--- src/rtl/pcfg_pkg.sv ---
package pcfg_pkg;

    localparam int FB_W   = 10;
    localparam int OUTA_W = 3;

    typedef struct packed {
        logic              post;
        logic              outb;
        logic [OUTA_W-1:0] outa;
        logic [FB_W-1:0]   fb;
    } div_cfg_t;

    localparam logic [7:0] CMD_LOAD = 8'h01;
    localparam logic [7:0] CMD_GET  = 8'h02;
    localparam logic [7:0] CMD_INC  = 8'h03;
    localparam logic [7:0] CMD_DEC  = 8'h04;

    typedef enum logic [3:0] {
        ST_IDLE, ST_ADDR, ST_ACK_WAIT, ST_ACK_DRV, ST_WDATA,
        ST_RDATA, ST_RACK, ST_RNEXT, ST_SKIP
    } tgt_state_e;

    function automatic logic [7:0] pack_lo(input div_cfg_t c);
        return c.fb[7:0];
    endfunction

    function automatic logic [7:0] pack_hi(input div_cfg_t c);
        return {c.post, c.outb, c.outa, c.fb[9:8], 1'b0};
    endfunction

    function automatic div_cfg_t unpack(input logic [7:0] lo, input logic [7:1] hi);
        div_cfg_t u;
        u.fb   = {hi[2:1], lo};
        u.outa = hi[5:3];
        u.outb = hi[6];
        u.post = hi[7];
        return u;
    endfunction

endpackage

--- src/rtl/pcfg_line_cond.sv ---
module pcfg_line_cond #(
    parameter int SYNC_STAGES = 2
) (
    input  logic clk,
    input  logic rst_n,
    input  logic scl_in,
    input  logic sda_in,
    output logic sda_s,
    output logic scl_rise,
    output logic scl_fall,
    output logic start_ev,
    output logic stop_ev
);
    localparam int TOP = SYNC_STAGES - 1;

    logic [TOP:0] scl_q, sda_q;
    logic         scl_p, sda_p, scl_s;

    always_ff @(posedge clk) begin
        if (!rst_n) begin
            scl_q <= '1;
            sda_q <= '1;
            scl_p <= 1'b1;
            sda_p <= 1'b1;
        end else begin
            scl_q <= {scl_q[TOP-1:0], scl_in};
            sda_q <= {sda_q[TOP-1:0], sda_in};
            scl_p <= scl_q[TOP];
            sda_p <= sda_q[TOP];
        end
    end

    assign scl_s    = scl_q[TOP];
    assign sda_s    = sda_q[TOP];
    assign scl_rise = scl_s & ~scl_p;
    assign scl_fall = ~scl_s & scl_p;
    assign start_ev = scl_s & scl_p & sda_p & ~sda_s;
    assign stop_ev  = scl_s & scl_p & ~sda_p & sda_s;
endmodule

--- src/rtl/pcfg_tgt_fsm.sv ---
module pcfg_tgt_fsm
    import pcfg_pkg::*;
#(
    parameter logic [4:0] ADDR_HI = 5'b10110
) (
    input  logic       clk,
    input  logic       rst_n,
    input  logic [1:0] addr_sel,
    input  logic       sda_s,
    input  logic       scl_rise,
    input  logic       scl_fall,
    input  logic       start_ev,
    input  logic       stop_ev,
    input  logic [7:0] rd_byte,
    output logic       rd_sel,
    output logic       sda_oe,
    output logic       wr_stb,
    output logic [1:0] wr_idx,
    output logic [7:0] wr_data
);
    tgt_state_e state;
    logic [2:0] cnt;
    logic [7:0] sh;
    logic [1:0] bidx;
    logic       is_rd;
    logic [7:0] byte_in;

    assign byte_in = {sh[6:0], sda_s};

    // state register and datapath
    always_ff @(posedge clk) begin
        if (!rst_n) begin
            state <= ST_IDLE;
            cnt   <= '0;
            sh    <= '0;
            bidx  <= '0;
            is_rd <= 1'b0;
        end else if (start_ev) begin
            state <= ST_ADDR;
            cnt   <= '0;
            bidx  <= '0;
        end else if (stop_ev) begin
            state <= ST_IDLE;
        end else begin
            unique case (state)
                ST_ADDR: if (scl_rise) begin
                    sh  <= byte_in;
                    cnt <= cnt + 3'd1;
                    if (cnt == 3'd7) begin
                        if (byte_in[7:1] == {ADDR_HI, addr_sel}) begin
                            state <= ST_ACK_WAIT;
                            is_rd <= sda_s;
                        end else begin
                            state <= ST_SKIP;
                        end
                    end
                end
                ST_WDATA: if (scl_rise) begin
                    sh  <= byte_in;
                    cnt <= cnt + 3'd1;
                    if (cnt == 3'd7) begin
                        state <= ST_ACK_WAIT;
                        if (bidx != 2'd3) bidx <= bidx + 2'd1;
                    end
                end
                ST_ACK_WAIT: if (scl_fall) state <= ST_ACK_DRV;
                ST_ACK_DRV: if (scl_fall) begin
                    cnt <= '0;
                    if (is_rd) begin
                        state <= ST_RDATA;
                        sh    <= rd_byte;
                        bidx  <= bidx + 2'd1;
                    end else begin
                        state <= ST_WDATA;
                    end
                end
                ST_RDATA: if (scl_fall) begin
                    sh  <= {sh[6:0], 1'b1};
                    cnt <= cnt + 3'd1;
                    if (cnt == 3'd7) state <= ST_RACK;
                end
                ST_RACK: if (scl_rise) state <= sda_s ? ST_SKIP : ST_RNEXT;
                ST_RNEXT: if (scl_fall) begin
                    state <= ST_RDATA;
                    cnt   <= '0;
                    sh    <= rd_byte;
                    bidx  <= bidx + 2'd1;
                end
                ST_IDLE, ST_SKIP: ;
                default: state <= ST_IDLE;
            endcase
        end
    end

    // outputs
    always_comb begin
        sda_oe = 1'b0;
        wr_stb = 1'b0;
        unique case (state)
            ST_ACK_DRV: sda_oe = 1'b1;
            ST_RDATA:   sda_oe = ~sh[7];
            ST_WDATA:   wr_stb = scl_rise & (cnt == 3'd7) & ~start_ev & ~stop_ev;
            default: ;
        endcase
        wr_idx  = bidx;
        wr_data = byte_in;
        rd_sel  = bidx[0];
    end
endmodule

--- src/rtl/pcfg_regs.sv ---
module pcfg_regs
    import pcfg_pkg::*;
(
    input  logic       clk,
    input  logic       rst_n,
    input  logic       ser_mode,
    input  div_cfg_t   par_cfg,
    input  logic       wr_stb,
    input  logic [1:0] wr_idx,
    input  logic [7:0] wr_data,
    input  logic       rd_sel,
    output logic [7:0] rd_byte,
    output div_cfg_t   act,
    output logic       apply_stb
);
    logic [7:0] stg_lo, stg_hi;
    div_cfg_t   act_nxt;
    logic       cmd_stb;

    assign cmd_stb = wr_stb && (wr_idx == 2'd2);

    always_comb begin
        act_nxt = act;
        if (!ser_mode) begin
            act_nxt = par_cfg;
        end else if (cmd_stb) begin
            case (wr_data)
                CMD_LOAD: act_nxt = unpack(stg_lo, stg_hi[7:1]);
                CMD_INC:  if (act.fb != '1) act_nxt.fb = act.fb + 1'b1;
                CMD_DEC:  if (act.fb != '0) act_nxt.fb = act.fb - 1'b1;
                default: ;
            endcase
        end
    end

    always_ff @(posedge clk) begin
        if (!rst_n) begin
            act       <= par_cfg;
            apply_stb <= 1'b0;
            stg_lo    <= '0;
            stg_hi    <= '0;
        end else begin
            act       <= act_nxt;
            apply_stb <= (act_nxt != act);
            if (wr_stb) begin
                case (wr_idx)
                    2'd0: stg_lo <= wr_data;
                    2'd1: stg_hi <= wr_data;
                    2'd2: if (wr_data == CMD_GET) begin
                        stg_lo <= pack_lo(act);
                        stg_hi <= pack_hi(act);
                    end
                    default: ;
                endcase
            end
        end
    end

    assign rd_byte = rd_sel ? stg_hi : stg_lo;
endmodule

--- src/rtl/pll_cfg_i2c.sv ---
module pll_cfg_i2c
    import pcfg_pkg::*;
#(
    parameter int         SYNC_STAGES = 2,
    parameter logic [4:0] ADDR_HI     = 5'b10110
) (
    input  logic              clk,
    input  logic              rst_n,
    input  logic              ser_mode,
    input  logic [1:0]        addr_sel,
    input  logic [FB_W-1:0]   par_fb,
    input  logic [OUTA_W-1:0] par_outa,
    input  logic              par_outb,
    input  logic              par_post,
    input  logic              scl_in,
    input  logic              sda_in,
    output logic              sda_oe,
    output logic [FB_W-1:0]   act_fb,
    output logic [OUTA_W-1:0] act_outa,
    output logic              act_outb,
    output logic              act_post,
    output logic              apply_stb
);
    logic       sda_s, scl_rise, scl_fall, start_ev, stop_ev;
    logic       wr_stb, rd_sel;
    logic [1:0] wr_idx;
    logic [7:0] wr_data, rd_byte;
    div_cfg_t   par_cfg, act;

    assign par_cfg = {par_post, par_outb, par_outa, par_fb};

    pcfg_line_cond #(.SYNC_STAGES(SYNC_STAGES)) u_line (
        .clk(clk), .rst_n(rst_n), .scl_in(scl_in), .sda_in(sda_in),
        .sda_s(sda_s), .scl_rise(scl_rise), .scl_fall(scl_fall),
        .start_ev(start_ev), .stop_ev(stop_ev)
    );

    pcfg_tgt_fsm #(.ADDR_HI(ADDR_HI)) u_fsm (
        .clk(clk), .rst_n(rst_n), .addr_sel(addr_sel), .sda_s(sda_s),
        .scl_rise(scl_rise), .scl_fall(scl_fall), .start_ev(start_ev),
        .stop_ev(stop_ev), .rd_byte(rd_byte), .rd_sel(rd_sel),
        .sda_oe(sda_oe), .wr_stb(wr_stb), .wr_idx(wr_idx), .wr_data(wr_data)
    );

    pcfg_regs u_regs (
        .clk(clk), .rst_n(rst_n), .ser_mode(ser_mode), .par_cfg(par_cfg),
        .wr_stb(wr_stb), .wr_idx(wr_idx), .wr_data(wr_data), .rd_sel(rd_sel),
        .rd_byte(rd_byte), .act(act), .apply_stb(apply_stb)
    );

    assign act_fb   = act.fb;
    assign act_outa = act.outa;
    assign act_outb = act.outb;
    assign act_post = act.post;
endmodule

--- config.mk ---
export PLATFORM = sky130hd
export DESIGN_NAME = pll_cfg_i2c
export DESIGN_NICKNAME = d
export VERILOG_FILES = /design/src/rtl/pcfg_pkg.sv /design/src/rtl/pcfg_line_cond.sv /design/src/rtl/pcfg_tgt_fsm.sv /design/src/rtl/pcfg_regs.sv /design/src/rtl/pll_cfg_i2c.sv
export SDC_FILE = /design/constraint.sdc
export NUM_CORES = 1
export LEC_CHECK = 0
export BUFFER_PORTS_ARGS = -buffer_cell sky130_fd_sc_hd__buf_2
export CORE_UTILIZATION = 62
export CTS_BUF_LIST = sky130_fd_sc_hd__clkbuf_4 sky130_fd_sc_hd__clkbuf_8
export DETAILED_ROUTE_END_ITERATION = 10
export GPL_TIMING_DRIVEN = 0
export PLACE_DENSITY = 0.83
export SLEW_MARGIN = 20
export SYNTH_ARGS = -nofsm -noshare
export SYNTH_HDL_FRONTEND = slang
export SYNTH_SLANG_ARGS = --single-unit
--- constraint.sdc ---
create_clock -name clk -period 3.74 [get_ports clk]
set_input_delay 0.187 -clock clk [delete_from_list [all_inputs] [get_ports clk]]
set_output_delay 0.187 -clock clk [all_outputs]
set_load 0.1 [all_outputs]
Word-level counts from Yosys, hierarchy flattened

Cells that the tools add are included.

$add $sub $neg: 4
Reductions and logical operators: 22
Muxes and demuxes: 47
Eq/ne operators: 45
Bitwise logic cells: 19

Operators with widths:

| operator                                                                | count |
|---|---|
| 8-bit 2-to-1 mux                                                        | 8 |
| 4-bit 2-to-1 mux                                                        | 12 |
| 15-bit 2-to-1 mux                                                       | 3 |
| 4-bit one-hot mux with 8 select lines                                   | 1 |
| 8-bit one-hot mux with 2 select lines                                   | 2 |
| 8-bit one-hot mux with 4 select lines                                   | 1 |
| 10-bit one-hot mux with 3 select lines                                  | 1 |
| 4-bit by 1-bit inequality test with 1-bit output, second input constant | 6 |
| 11-bit AND reduction                                                    | 2 |
| 10-bit 2-to-1 mux                                                       | 2 |
| 2-bit by 1-bit inequality test with 1-bit output, second input constant | 10 |
| 4-bit by 3-bit equality test with 1-bit output, second input constant   | 4 |
| 8-bit by 2-bit equality test with 1-bit output, second input constant   | 2 |
| 4-bit by 2-bit inequality test with 1-bit output, second input constant | 4 |
| 8-bit AND reduction                                                     | 2 |
| 15-bit inequality test                                                  | 1 |
| 2-bit 2-to-1 mux                                                        | 6 |
| 2-bit inequality test, second input constant                            | 6 |
| 10-bit by 1-bit adder with 10-bit output, second input constant         | 1 |
| 1-bit AND                                                               | 10 |
| 10-bit inequality test, second input constant                           | 1 |
| 10-bit nonzero test                                                     | 1 |
| 10-bit by 1-bit subtractor with 10-bit output, second input constant    | 1 |
| 3-bit 2-to-1 mux                                                        | 3 |
| other kinds (29)                                                        | 47 |

Output and inout bits: 17
Logic and storage cells: 154
Register bits: 56
Bits of input ports: 22

Logic depth before layout (Yosys ltp)

Depth in word-level cells: 11
Gate-level depth with buffers: 10

Cells and area by module

Synthesis repeated with hierarchy kept, for this count alone.

Cell total of the unflattened synthesis: 556
Area total of the unflattened synthesis: 4337.9 sq um

Modules (own cells, without submodules):

| module         | times used | area an instance (sq um) | seq. area each (sq um) | cells an instance |
|---|---|---|---|---|
| pcfg_regs      | 1          | 2877.8                   | 640.6                  | 388 |
| pcfg_tgt_fsm   | 1          | 1270.0                   | 360.3                  | 152 |
| pcfg_line_cond | 1          | 190.2                    | 120.1                  | 16 |

Worst setup path after synthesis

Ideal clock, no wire load.

Path type: reg-to-reg
Start: register, netlist name u_regs.act[1]
End: register u_regs.apply_stb
Clock period less this slack: 3086 ps
Path buffers: 1
Data arrival time: 2952 ps
Slack: 654 ps
Library setup time: 134 ps
Stages on the path, launching flop included: 11
Path through: dfxtp_1 -> clkbuf_1 -> inv_1 -> ha_1 -> or4b_4 -> or3_1 -> o2111ai_2 -> a22oi_2 -> and3_4 -> o41ai_2 -> a31oi_1

Longest elaborated chain between the ends: 6
Elaborated cells between the ends (all ways): 10
Those cells by class: 2 x add/sub; 2 x eq/ne; 5 x mux; 1 x reduce/logical

Ends and longest elaborated chain:

| what                                                                        | line                             | text |
|---|---|---|
| 10-bit by 1-bit subtractor with 10-bit output, or another cell as far along | pcfg_regs.sv:30                  | `CMD_DEC: if (act.fb != '0) act_nxt.fb = act.fb - 1'b1;` |
| 10-bit 2-to-1 mux, on equally long branches                                 | pcfg_regs.sv:30, pcfg_regs.sv:29 |  |
| 10-bit one-hot mux with 3 select lines                                      | pcfg_regs.sv:27                  | `case (wr_data)` |
| 15-bit 2-to-1 mux                                                           | pcfg_regs.sv:26                  | `end else if (cmd_stb) begin` |
| 15-bit 2-to-1 mux                                                           | pcfg_regs.sv:24                  | `if (!ser_mode) begin` |
| 15-bit inequality test (*)                                                  | pcfg_regs.sv:44                  | `apply_stb <= (act_nxt != act);` |
| end signal, assigned                                                        | pcfg_regs.sv:44                  |  |
| end, declared                                                               | pcfg_regs.sv:14                  | `output logic apply_stb` |

Every way passes the cells marked *; elsewhere a longest branch is shown, timed or not.
A chain may end at the register's enable or synchronous reset.

Worst setup path after layout

Start: register, netlist name u_regs.act[1]
End: register u_regs.apply_stb

Longest elaborated chain between the ends: 6
Elaborated cells between the ends (all ways): 10
Those cells by class: 2 x add/sub; 2 x eq/ne; 5 x mux; 1 x reduce/logical

Ends and longest elaborated chain:

| what                                                                        | line |
|---|---|
| 10-bit by 1-bit subtractor with 10-bit output, or another cell as far along | pcfg_regs.sv:30 |
| 10-bit 2-to-1 mux, on equally long branches                                 | pcfg_regs.sv:30, pcfg_regs.sv:29 |
| 10-bit one-hot mux with 3 select lines                                      | pcfg_regs.sv:27 |
| 15-bit 2-to-1 mux                                                           | pcfg_regs.sv:26 |
| 15-bit 2-to-1 mux                                                           | pcfg_regs.sv:24 |
| 15-bit inequality test (*)                                                  | pcfg_regs.sv:44 |

Marks and branches as above.

==> results by group <==
Global route
  – Largest net degree at the start of global routing: 20
  – Vias in the first global route: roughly 4,100
  – GRT Total Usage: 37.0%
  – Antenna violations before repair: 0
  – First-pass GRT wire length: between 20,000 and 25,000 um
  – GRT overflow: 0

Critical path
  – CP Capture Point: u_regs.apply_stb
  – Crit Path Max Fanout: 9
  – R2R Setup Slk: 0.55 ns
  – Worst r2r dst: u_regs.apply_stb
  – Startpoint Class: flip-flop
  – Startpoint of the worst register-to-register path: u_regs.act[1]
  – Setup crit start: u_regs.act[1]
  – Critical Path End Type: flip-flop
  – Critical path class: flip-flop to flip-flop
  – Worst EP required: approximately 4 ns
  – Worst EP arrival: 3.37 ns
  – Reg2reg path depth: 10

Yosys
  – Top-area cell type share of the netlist area: 25.9%
  – Netlist Area Pre-Place: around 4300 um^2
  – Cell taking the most area after synthesis: dfxtp_1
  – Most used flip-flop cell after synthesis: dfxtp_1
  – Largest family of logic cells by synthesized area: simple AND/OR/NAND/NOR gates
  – Count of state elements after synthesis: 56
  – Syn nets: 565
  – Yosys cell types: 89
  – Compound-Gate Fraction of Synth Area: 23.3%
  – Register area share after synthesis: between 20% and 30%
  – Post-Synth Simple-Gate Area: approximately a quarter
  – Cells after Synth: roughly 540
  – Yosys Warn Count: 0
  – Mux cell area share after synthesis: 10.5%
  – Avg Inst Size Synth: a little over 8 um^2
  – XOR/XNOR Fraction of Synth Area: 5.46%
  – Ranking of synthesized cells by area: dfxtp_1 26%, mux2i_1 9.9%, nor2_1 4.3%
  – Number of synthesized flops with an enable pin: 0
  – Async set-reset flop share out of synthesis: 0%
  – Adder-Cell Fraction of Synth Area: approximately 2.3%

STA
  – Worst Tran Pin Value: roughly 0.75 ns
  – Crit path time final: between 3 and 4 ns
  – Worst setup margin: roughly 0.55 ns
  – Fin. Hold Viols: 0
  – Endpoints failing setup: 0
  – Final period util: roughly 85%
  – Layout Skew: between 0.009 and 0.01 ns
  – Max Slew Vio Count: 0
  – RSZ-0062 raised after global routing: no
  – Fmax: 314 MHz
  – WHS: around 0.043 ns
  – Total negative slack: 0 ns
  – Slew Limit Headroom: 50.0%

Drt
  – Post-route ant nets: 0
  – # DRC: 0
  – Routed WL: 13,200 um
  – Vias per std cell: 6.72
  – Via count: between 4,000 and 5,000
  – Drt initial violations: between 500 and 600
  – Routed wire per std cell: about 20 um
  – Pre-Repair DR Iteration Count: 5

Placed design
  – DPL Wire Length: 10,000 um
  – DP Worst Slack: 0.654 ns
  – PortBufs: 38
  – RePlAce Congestion: about 0.97

Floorplanning
  – Initial Utilization: between 60% and 70%
  – Core outline area: 6760 um^2
  – Die Y-Extent: approximately 86 um
  – Std cell rows: 30
  – I/O pin count: 39
  – Die ar.: 7330 um^2
  – Die X: 85.6 um

Finish
  – Layout Nets: 610
  – Diodes inserted: 0
  – Final core occ: approximately 70%
  – Layout cells sized above 1: about 17%
  – Area delta synth->final: 8.92%

Run
  – Maxcap violations: 0

Clock tree
  – Post-CTS setup buffers: 0
  – CTS Buffer Depth: 2
  – H-Tree Depth: 2
  – Clk root buf: clkbuf_8
  – Worst-Skew Late Latency: 0.32 ns
  – Clock slew at reported path FFs: between 0.1 and 0.15 ns
  – Cts hold-fix bufs: 0
  – CTS tree: done
  – Post-CTS Resized: 0
  – CTS Buf Count: 5
  – Total clock sinks: 56

Hold path
  – Worst Hold Class: input port to flip-flop

Power
  – Max IR drop VDD: between 0.0002 and 0.00025 V
  – Pwr/cell area: between 200 and 300 nW/um^2
  – Lkg Pwr: 1.75 nW

Status
  – Outcome: finished, final reports clean
area by class of cell:
| cell class | count | area (um^2) |
|---|---|---|
| buffer | 41 | 244 |
| clock buffer | 5 | 68.8 |
| clock inverter | 3 | 27.5 |
| fill | 573 | 2040 |
| inverter | 11 | 41.3 |
| multi-input combinational | 427 | 2930 |
| sequential | 56 | 1120 |
| tap | 80 | 100 |
| timing repair buffer | 38 | 190 |
worst min-delay path by stage:
stage	to	from	slack (ns)	depth (start not counted)
6_report	u_line.scl_q[0]	scl_in	0.04	2
5_1_grt	u_line.sda_q[0]	sda_in	0.04	2
4_1_cts	u_line.scl_q[0]	scl_in	0.04	2
3_5_place_dp	u_line.scl_q[0]	scl_in	0.37	2
3_3_place_gp	u_line.scl_q[0]	scl_in	0.37	2
2_1_floorplan	u_line.scl_q[0]	scl_in	0.29	1
power by group:
part	internal [mW]	switching, mW	total [mW]
logic	0.0898	0.241	0.331
registers	0.615	0.0236	0.638
clock network	0.138	0.222	0.360
total	0.843	0.487	1.33
placed cells by master (no fill, tap or decap), drive strengths merged, types with 3 or more instances in the layout:
cell	count
nor4	6
a41oi	3
mux2i	43
and3	9
dfxtp	56
nand4	6
a31oi	5
nand2b	13
a21oi	28
and2	5
nand2	49
nand3	19
o2111ai	3
or3	4
nor2b	5
nor2	53
a22oi	6
nor3	14
inv	11
o21ai	36
a31o	3
xnor2	8
o31ai	5
clkbuf	26
ha	8
buf	57
xor2	19
a211oi	16
o211ai	6
nor4b	4
o32ai	3
registers in the layout (all words and copies together) (netlist names):
signal	flops
u_fsm.cnt	3
u_fsm.is_rd	1
u_fsm.sh	8
u_fsm.state	4
u_fsm.wr_idx	2
u_line.scl_p	1
u_line.scl_q	2
u_line.sda_p	1
u_line.sda_q	2
u_regs.act	15
u_regs.apply_stb	1
u_regs.stg_hi	8
u_regs.stg_lo	8
routing by layer:
| metal | vias up | routed length [um] | global-route usage [%] |
|---|---|---|---|
| li1 | 2062 | - | - |
| met1 | 2103 | 5740 | 51.3 |
| met2 | 239 | 5890 | 57.5 |
| met3 | 36 | 1160 | 5.10 |
| met4 | 0 | 405 | 15.3 |
| met5 | - | 0 | 2.80 |
cells in the mapped netlist, types with 5 or more instances:
library cell and number:
nor3_1 11, buf_6 5, buf_2 9, o21ai_1 5, nand2_1 49, inv_1 9
a21oi_1 28, nor2b_1 5, xnor2_1 8, dfxtp_1 56, and3_1 6, mux2i_1 43
nand2b_1 13, a31oi_1 5, o211ai_1 6, o21ai_0 31, nand3_1 19, xor2_1 19
ha_1 8, clkbuf_1 19, nand4_1 6, nor2_1 50, a211oi_1 11, nor4_1 5
a211oi_2 5, a22oi_1 5
metrics by stage:
step,total power [mW],std cells,instance area [um^2]
global route,1.38,661,4720
global placement,0.973,653,4620
finish,1.33,661,4720
detailed placement,0.976,653,4620
CTS,1.33,661,4720
floorplan,0.898,535,4330
logic make-up (layout without fill, tap and decap cells):
family	after synthesis	count (layout)
flops	56	56
buf+inv	52	98
mux	45	45
xor+xnor	27	27
fa+ha+maj	8	8
simple gates	204	204
compound gates	143	143
worst max-delay path, cell delays in order (launching register included):
cell and delay [ns]:
dfxtp_1 0.34, clkbuf_1 0.24, inv_1 0.18, ha_1 0.28, or4b_4 0.54, nor3_4 0.23
o31ai_1 0.12, a211oi_1 0.34, o211ai_1 0.21, a2111oi_1 0.39, a31oi_1 0.16
Note: power is estimated with default switching activity, not from simulation.
